## src/rtl/cam_irq_pkg.sv

```systemverilog
package cam_irq_pkg;
   localparam int GROUPS      = 5;
   localparam int GROUP_W     = 4;
   localparam int ERR_N       = 5;
   localparam int REG_W       = 32;
   localparam int ERR_LSB     = GROUPS * GROUP_W;
   localparam int CAP_W       = ERR_LSB + ERR_N;
   localparam int CTRL_EN_LSB = 13;
   localparam int ADR_STATUS  = 0;
   localparam int ADR_MASK    = 1;
   localparam int ADR_CH0     = 2;

   typedef enum logic [2:0] {
      EV_FBEG = 3'd0,
      EV_FEND = 3'd1,
      EV_FACK = 3'd2,
      EV_LEND = 3'd3,
      EV_LACK = 3'd4
   } evt_kind_e;
endpackage

```

## src/rtl/cam_irq_cfg.sv

```systemverilog
module cam_irq_cfg
   import cam_irq_pkg::*;
#(
   parameter int NUM_CH = 4,
   parameter int ADDR_W = 4
) (
   input  logic              clk,
   input  logic              rst_n,
   input  logic              we,
   input  logic [ADDR_W-1:0] addr,
   input  logic [REG_W-1:0]  wdata,
   output logic [CAP_W-1:0]  cap_en
);
   logic [ERR_N-1:0]  mask_q;
   logic [GROUPS-1:0] en_q [NUM_CH];
   logic              unused_cfg;

   assign unused_cfg = ^{wdata[REG_W-1:CTRL_EN_LSB+GROUPS], wdata[CTRL_EN_LSB-1:ERR_N]};

   always_ff @(posedge clk) begin
      if (!rst_n) begin
         mask_q <= '0;
         for (int c = 0; c < NUM_CH; c++) en_q[c] <= '0;
      end else if (we) begin
         if (addr == ADDR_W'(ADR_MASK)) mask_q <= wdata[ERR_N-1:0];
         for (int c = 0; c < NUM_CH; c++)
            if (addr == ADDR_W'(ADR_CH0 + c)) en_q[c] <= wdata[CTRL_EN_LSB +: GROUPS];
      end
   end

   for (genvar g = 0; g < GROUPS; g++) begin : g_grp
      for (genvar c = 0; c < GROUP_W; c++) begin : g_ch
         if (c < NUM_CH) begin : g_live
            assign cap_en[g*GROUP_W + c] = en_q[c][g];
         end else begin : g_tie
            assign cap_en[g*GROUP_W + c] = 1'b0;
         end
      end
   end
   assign cap_en[ERR_LSB +: ERR_N] = mask_q;
endmodule

```

## src/rtl/cam_irq_sticky.sv

```systemverilog
module cam_irq_sticky
   import cam_irq_pkg::*;
#(
   parameter int WIDTH = CAP_W
) (
   input  logic             clk,
   input  logic             rst_n,
   input  logic [WIDTH-1:0] evt,
   input  logic [WIDTH-1:0] cap_en,
   input  logic             clr_we,
   input  logic [WIDTH-1:0] clr_bits,
   output logic [WIDTH-1:0] status_q
);
   for (genvar b = 0; b < WIDTH; b++) begin : g_bit
      always_ff @(posedge clk) begin
         if (!rst_n) status_q[b] <= 1'b0;
         else        status_q[b] <= (status_q[b] & ~(clr_we & clr_bits[b]))
                                    | (evt[b] & cap_en[b]);
      end
   end
endmodule

```

## src/rtl/cam_irq_line.sv

```systemverilog
module cam_irq_line
   import cam_irq_pkg::*;
#(
   parameter int WIDTH = CAP_W
) (
   input  logic             clk,
   input  logic             rst_n,
   input  logic [WIDTH-1:0] status,
   input  logic [WIDTH-1:0] cap_en,
   output logic             irq_q
);
   always_ff @(posedge clk) begin
      if (!rst_n) irq_q <= 1'b0;
      else        irq_q <= |(status & cap_en);
   end
endmodule

```

## src/rtl/cam_irq_status.sv

```systemverilog
module cam_irq_status
   import cam_irq_pkg::*;
#(
   parameter int NUM_CH = 4,
   parameter int ADDR_W = 4
) (
   input  logic              clk,
   input  logic              rst_n,
   input  logic [NUM_CH-1:0] evt_fbeg,
   input  logic [NUM_CH-1:0] evt_fend,
   input  logic [NUM_CH-1:0] evt_fack,
   input  logic [NUM_CH-1:0] evt_lend,
   input  logic [NUM_CH-1:0] evt_lack,
   input  logic [ERR_N-1:0]  err_evt,
   input  logic              reg_we,
   input  logic [ADDR_W-1:0] reg_addr,
   input  logic [REG_W-1:0]  reg_wdata,
   output logic [REG_W-1:0]  reg_rdata,
   output logic              irq
);
   if (NUM_CH < 1 || NUM_CH > GROUP_W) begin : g_bad_ch
      $error("NUM_CH must lie between 1 and the group width");
   end
   if ((ADR_CH0 + NUM_CH) > (1 << ADDR_W)) begin : g_bad_addr
      $error("ADDR_W too small for the channel control words");
   end

   logic [CAP_W-1:0] evt_vec;
   logic [CAP_W-1:0] cap_en;
   logic [CAP_W-1:0] status_q;
   logic             clr_we;

   for (genvar c = 0; c < GROUP_W; c++) begin : g_evt
      if (c < NUM_CH) begin : g_live
         assign evt_vec[EV_FBEG*GROUP_W + c] = evt_fbeg[c];
         assign evt_vec[EV_FEND*GROUP_W + c] = evt_fend[c];
         assign evt_vec[EV_FACK*GROUP_W + c] = evt_fack[c];
         assign evt_vec[EV_LEND*GROUP_W + c] = evt_lend[c];
         assign evt_vec[EV_LACK*GROUP_W + c] = evt_lack[c];
      end else begin : g_tie
         for (genvar g = 0; g < GROUPS; g++) begin : g_grp
            assign evt_vec[g*GROUP_W + c] = 1'b0;
         end
      end
   end
   assign evt_vec[ERR_LSB +: ERR_N] = err_evt;

   assign clr_we = reg_we && (reg_addr == ADDR_W'(ADR_STATUS));

   cam_irq_cfg #(.NUM_CH(NUM_CH), .ADDR_W(ADDR_W)) i_cfg (
      .clk    (clk),
      .rst_n  (rst_n),
      .we     (reg_we),
      .addr   (reg_addr),
      .wdata  (reg_wdata),
      .cap_en (cap_en)
   );

   cam_irq_sticky #(.WIDTH(CAP_W)) i_sticky (
      .clk      (clk),
      .rst_n    (rst_n),
      .evt      (evt_vec),
      .cap_en   (cap_en),
      .clr_we   (clr_we),
      .clr_bits (reg_wdata[CAP_W-1:0]),
      .status_q (status_q)
   );

   cam_irq_line #(.WIDTH(CAP_W)) i_line (
      .clk    (clk),
      .rst_n  (rst_n),
      .status (status_q),
      .cap_en (cap_en),
      .irq_q  (irq)
   );

   always_comb begin
      reg_rdata = '0;
      if (reg_addr == ADDR_W'(ADR_STATUS)) begin
         reg_rdata[CAP_W-1:0] = status_q;
      end else if (reg_addr == ADDR_W'(ADR_MASK)) begin
         reg_rdata[ERR_N-1:0] = cap_en[ERR_LSB +: ERR_N];
      end else begin
         for (int c = 0; c < NUM_CH; c++)
            if (reg_addr == ADDR_W'(ADR_CH0 + c))
               for (int g = 0; g < GROUPS; g++)
                  reg_rdata[CTRL_EN_LSB + g] = cap_en[g*GROUP_W + c];
      end
   end
endmodule

```

## config.mk

```make
export PLATFORM = sky130hd
export DESIGN_NAME = cam_irq_status
export DESIGN_NICKNAME = d
export VERILOG_FILES = /design/src/rtl/cam_irq_pkg.sv /design/src/rtl/cam_irq_cfg.sv /design/src/rtl/cam_irq_sticky.sv /design/src/rtl/cam_irq_line.sv /design/src/rtl/cam_irq_status.sv
export SDC_FILE = /design/constraint.sdc
export NUM_CORES = 1
export LEC_CHECK = 0
export CAP_MARGIN = 30
export CORE_MARGIN = 1.5
export CORE_UTILIZATION = 40
export CTS_CLUSTER_SIZE = 10
export DETAILED_ROUTE_END_ITERATION = 8
export GPL_ROUTABILITY_DRIVEN = 0
export PLACE_DENSITY = 0.82
export SLEW_MARGIN = 20
export SYNTH_ARGS = -nofsm -noshare
export SYNTH_HDL_FRONTEND = slang
export SYNTH_HIERARCHICAL = 1
export SYNTH_SLANG_ARGS = --single-unit
```

## constraint.sdc

```tcl
create_clock -name clk -period 4.2 [get_ports clk]
set_clock_uncertainty 0.1 [all_clocks]
set_input_delay 0.84 -clock clk [delete_from_list [all_inputs] [get_ports clk]]
set_output_delay 0.84 -clock clk [all_outputs]
set_load 0.005 [all_outputs]
```

==> impl_metrics.env <==
export IMPL_status="finished with violations"
export IMPL_violations="design-rule violations"
export IMPL_rrSetupSlack_ns=2.75
export IMPL_worstSetupEndpointType="output port"
export IMPL_p_leak_nw=1.38
export IMPL_post_cts_buffers=0
export IMPL_relSlewSlack_pct=40.8
export IMPL_cts_tree="done"
export IMPL_cpMostUsedCell="clkdlybuf4s50_1"
export IMPL_dieArea_um2=7220
export IMPL_ios=97
export IMPL_min_period_over_period_pct=91.2
export IMPL_start_util_pct=41.8
export IMPL_rows=29
export IMPL_p_clk_share_pct=28.2
export IMPL_switchingPower_mw=0.261
export IMPL_drc_errors=9
export IMPL_dr_first_iter_drc_count=272
export IMPL_cts_buffers=5
export IMPL_layout_nets=412
export IMPL_ys_warnings_count=6
export IMPL_finalSetupTns_ns=0
export IMPL_cp_data_arrival_time_ns=2.89
export IMPL_n_antenna_cell=0
export IMPL_p_int_mw=0.757
export IMPL_multi_input_area_um2=1320
export IMPL_vdd_ir_drop_max_mv=0.164
export IMPL_grt_pass1_wl_um=11700
export IMPL_cts_path_max_buffers=2
export IMPL_slowest_delay_ns=0.70
export IMPL_yosys_register_bits=51
export IMPL_yosys_area_top_type="dfxtp_1"
export IMPL_min_period_ns=3.83
export IMPL_nFillCells=587
export IMPL_grt_pass1_vias=2323
export IMPL_cts_max_level=2
export IMPL_wl_per_cell_um=17.3
export IMPL_die_h_um=85.0
export IMPL_overflow=0
export IMPL_required_ns=3.26
export IMPL_dp_hpwl_um=5460
export IMPL_max_freq_mhz=261
export IMPL_yosysSeqAreaShare_pct=45.5
export IMPL_slowest_stage="clkdlybuf4s50_1"
export IMPL_finalMaxSlewViolations=0
export IMPL_critPathMaxFanout=9
export IMPL_synth_edf_count=20
export IMPL_grt_max_degree=61
export IMPL_cts_sinks=51
export IMPL_synth_ff_type="dfxtp_1"
export IMPL_switching_share_pct=25.6
export IMPL_worst_slack_ns=0.369
export IMPL_setup_violations=0
export IMPL_worstMarginPinSlew_ns=0.878
export IMPL_viasPerCell=5.65
export IMPL_hold_class="reg2reg"
export IMPL_cellPowerDensity_nw_per_um2=283
export IMPL_cts_resized_gates=0
export IMPL_ys_top_cells_by_count="nand2_1 (39), and2_1 (36), dfxtp_1 (31), and3_1 (25), a31o_1 (23)"
export IMPL_pwr_share_seq_pct=56.1
export IMPL_finalWirelength_um=7360
export IMPL_vias=2405
export IMPL_rsz0062_at_grt="no"
export IMPL_antenna_found_initial=0
export IMPL_startpoint_type="input port"
export IMPL_dp_slack_ns=0.423
export IMPL_combPwrFrac_pct=15.8
export IMPL_core_area_um2=6420
export IMPL_cts_hold_buf=0
export IMPL_synth_area_per_cell_um2=10.0
export IMPL_dr_pass1_iters=9
export IMPL_final_hold_viol_count=0
export IMPL_critPathKind="in2out"
export IMPL_synth_top_area_share_pct=23.1
export IMPL_synthArstFlopShare_pct=0
export IMPL_syn_inst=268
export IMPL_syn_area_um2=2690
export IMPL_drv_cap=0
export IMPL_synth_area_leaders="dfxtp_1 (23%), edfxtp_1 (22%), and2_1 (8.4%), a31o_1 (7.5%), mux2i_1 (7.1%)"
export IMPL_path_cells="clkdlybuf4s50_1 > or3b_1 > a2bb2oi_1 > o21ai_0 > clkdlybuf4s50_1"
export IMPL_regArea_um2=1220
export IMPL_syn_to_final_growth_pct=33.8
export IMPL_io_buffer_count=82
export IMPL_synth_cell_types=35
export IMPL_clk_latency_ns=0.31
export IMPL_clk_pin_slew_ns=0.09
export IMPL_cts_root_buf="clkbuf_8"
export IMPL_yosysMostFrequentCell="nand2_1"
export IMPL_die_w_um=85.0
export IMPL_drive_gt1_share_pct=6.30
export IMPL_grt_use_total_pct=20.8
export IMPL_antenna_left=0
layer usage:
layer	vias up	wire length [um]	track usage, %
met5	-	0	0
met1	1152	3040	28.9
met2	114	3510	32.8
li1	1119	-	-
met3	20	630	3.70
met4	0	184	7.00
registers in the layout, indices dropped and copies added (netlist names):
register	count
i_cfg/mask_q	5
i_sticky/status_q	25
i_line/irq_q	1
i_cfg/en_q	20
through the flow:
stage	instance area, um^2	hold slack (ns)	std cells	total power [mW]	util [%]
after detailed placement	3510	0.385	418	0.740	54.7
after CTS	3590	0.403	426	1.02	56.0
after floorplan	2710	0.356	274	0.651	-
after global routing	3590	0.429	426	1.06	56.0
after global placement	3510	0.371	418	0.736	54.7
final	3590	0.403	426	1.02	56.0
cell families after synthesis:
logic type             synth area share, %
multiplexers                          7.08
flip-flops                            45.5
AO/OA/AOI/OAI                         15.0
buffers and inverters                 6.47
other                                0.140
AND/OR/NAND/NOR                       25.9
cells in the final DEF (no fill, tap or decap), types with 2 or more instances in the layout:
| cell type | count |
|---|---|
| nand2b_1 | 3 |
| buf_4 | 5 |
| o21ai_0 | 6 |
| conb_1 | 7 |
| a31o_1 | 23 |
| mux2i_1 | 19 |
| clkdlybuf4s50_1 | 81 |
| nor3_1 | 2 |
| nand2_1 | 39 |
| nor2_1 | 9 |
| nand4_1 | 2 |
| edfxtp_1 | 20 |
| nand3b_1 | 2 |
| a22oi_1 | 9 |
| o221ai_1 | 4 |
| and3_1 | 25 |
| clkbuf_8 | 5 |
| dfxtp_1 | 31 |
| a31o_2 | 2 |
| and2_1 | 36 |
worst paths after layout:
path	from	end	depth (start not counted)
max	reg_addr[2]	reg_rdata[16]	5
min	i_sticky/status_q[18]$_SDFF_PN0_	i_sticky/status_q[18]$_SDFF_PN0_	1
max reg2reg	i_cfg/en_q[3][4]$_SDFFCE_PN0P_	i_line/irq_q$_SDFF_PN0_	4
min reg2reg	i_sticky/status_q[18]$_SDFF_PN0_	i_sticky/status_q[18]$_SDFF_PN0_	1
final cells by class:
| cell class | instances | area share (%) |
|---|---|---|
| Multi-Input combinational cell | 202 | 36.7 |
| Sequential cell | 51 | 34.0 |
| Timing Repair Buffer | 88 | 24.3 |
| Tap cell | 77 | 2.68 |
| Clock buffer | 6 | 2.02 |
| Clock inverter | 2 | 0.313 |
power groups by stage:
stage / clock network [mW] / logic, mW / registers (mW)
6_report: 0.287 / 0.161 / 0.570
5_1_grt: 0.311 / 0.173 / 0.574
4_1_cts: 0.287 / 0.160 / 0.570
3_5_place_dp: 0 / 0.159 / 0.581
3_3_place_gp: 0 / 0.157 / 0.579
2_1_floorplan: 0 / 0.0803 / 0.570
worst max-delay path, delay by kind of cell:
family	cells	cell delay (ns)
simple gates	1	0.49
buf+inv	2	1.25
compound gates	2	0.30
Power figures use the tool's default switching activity.
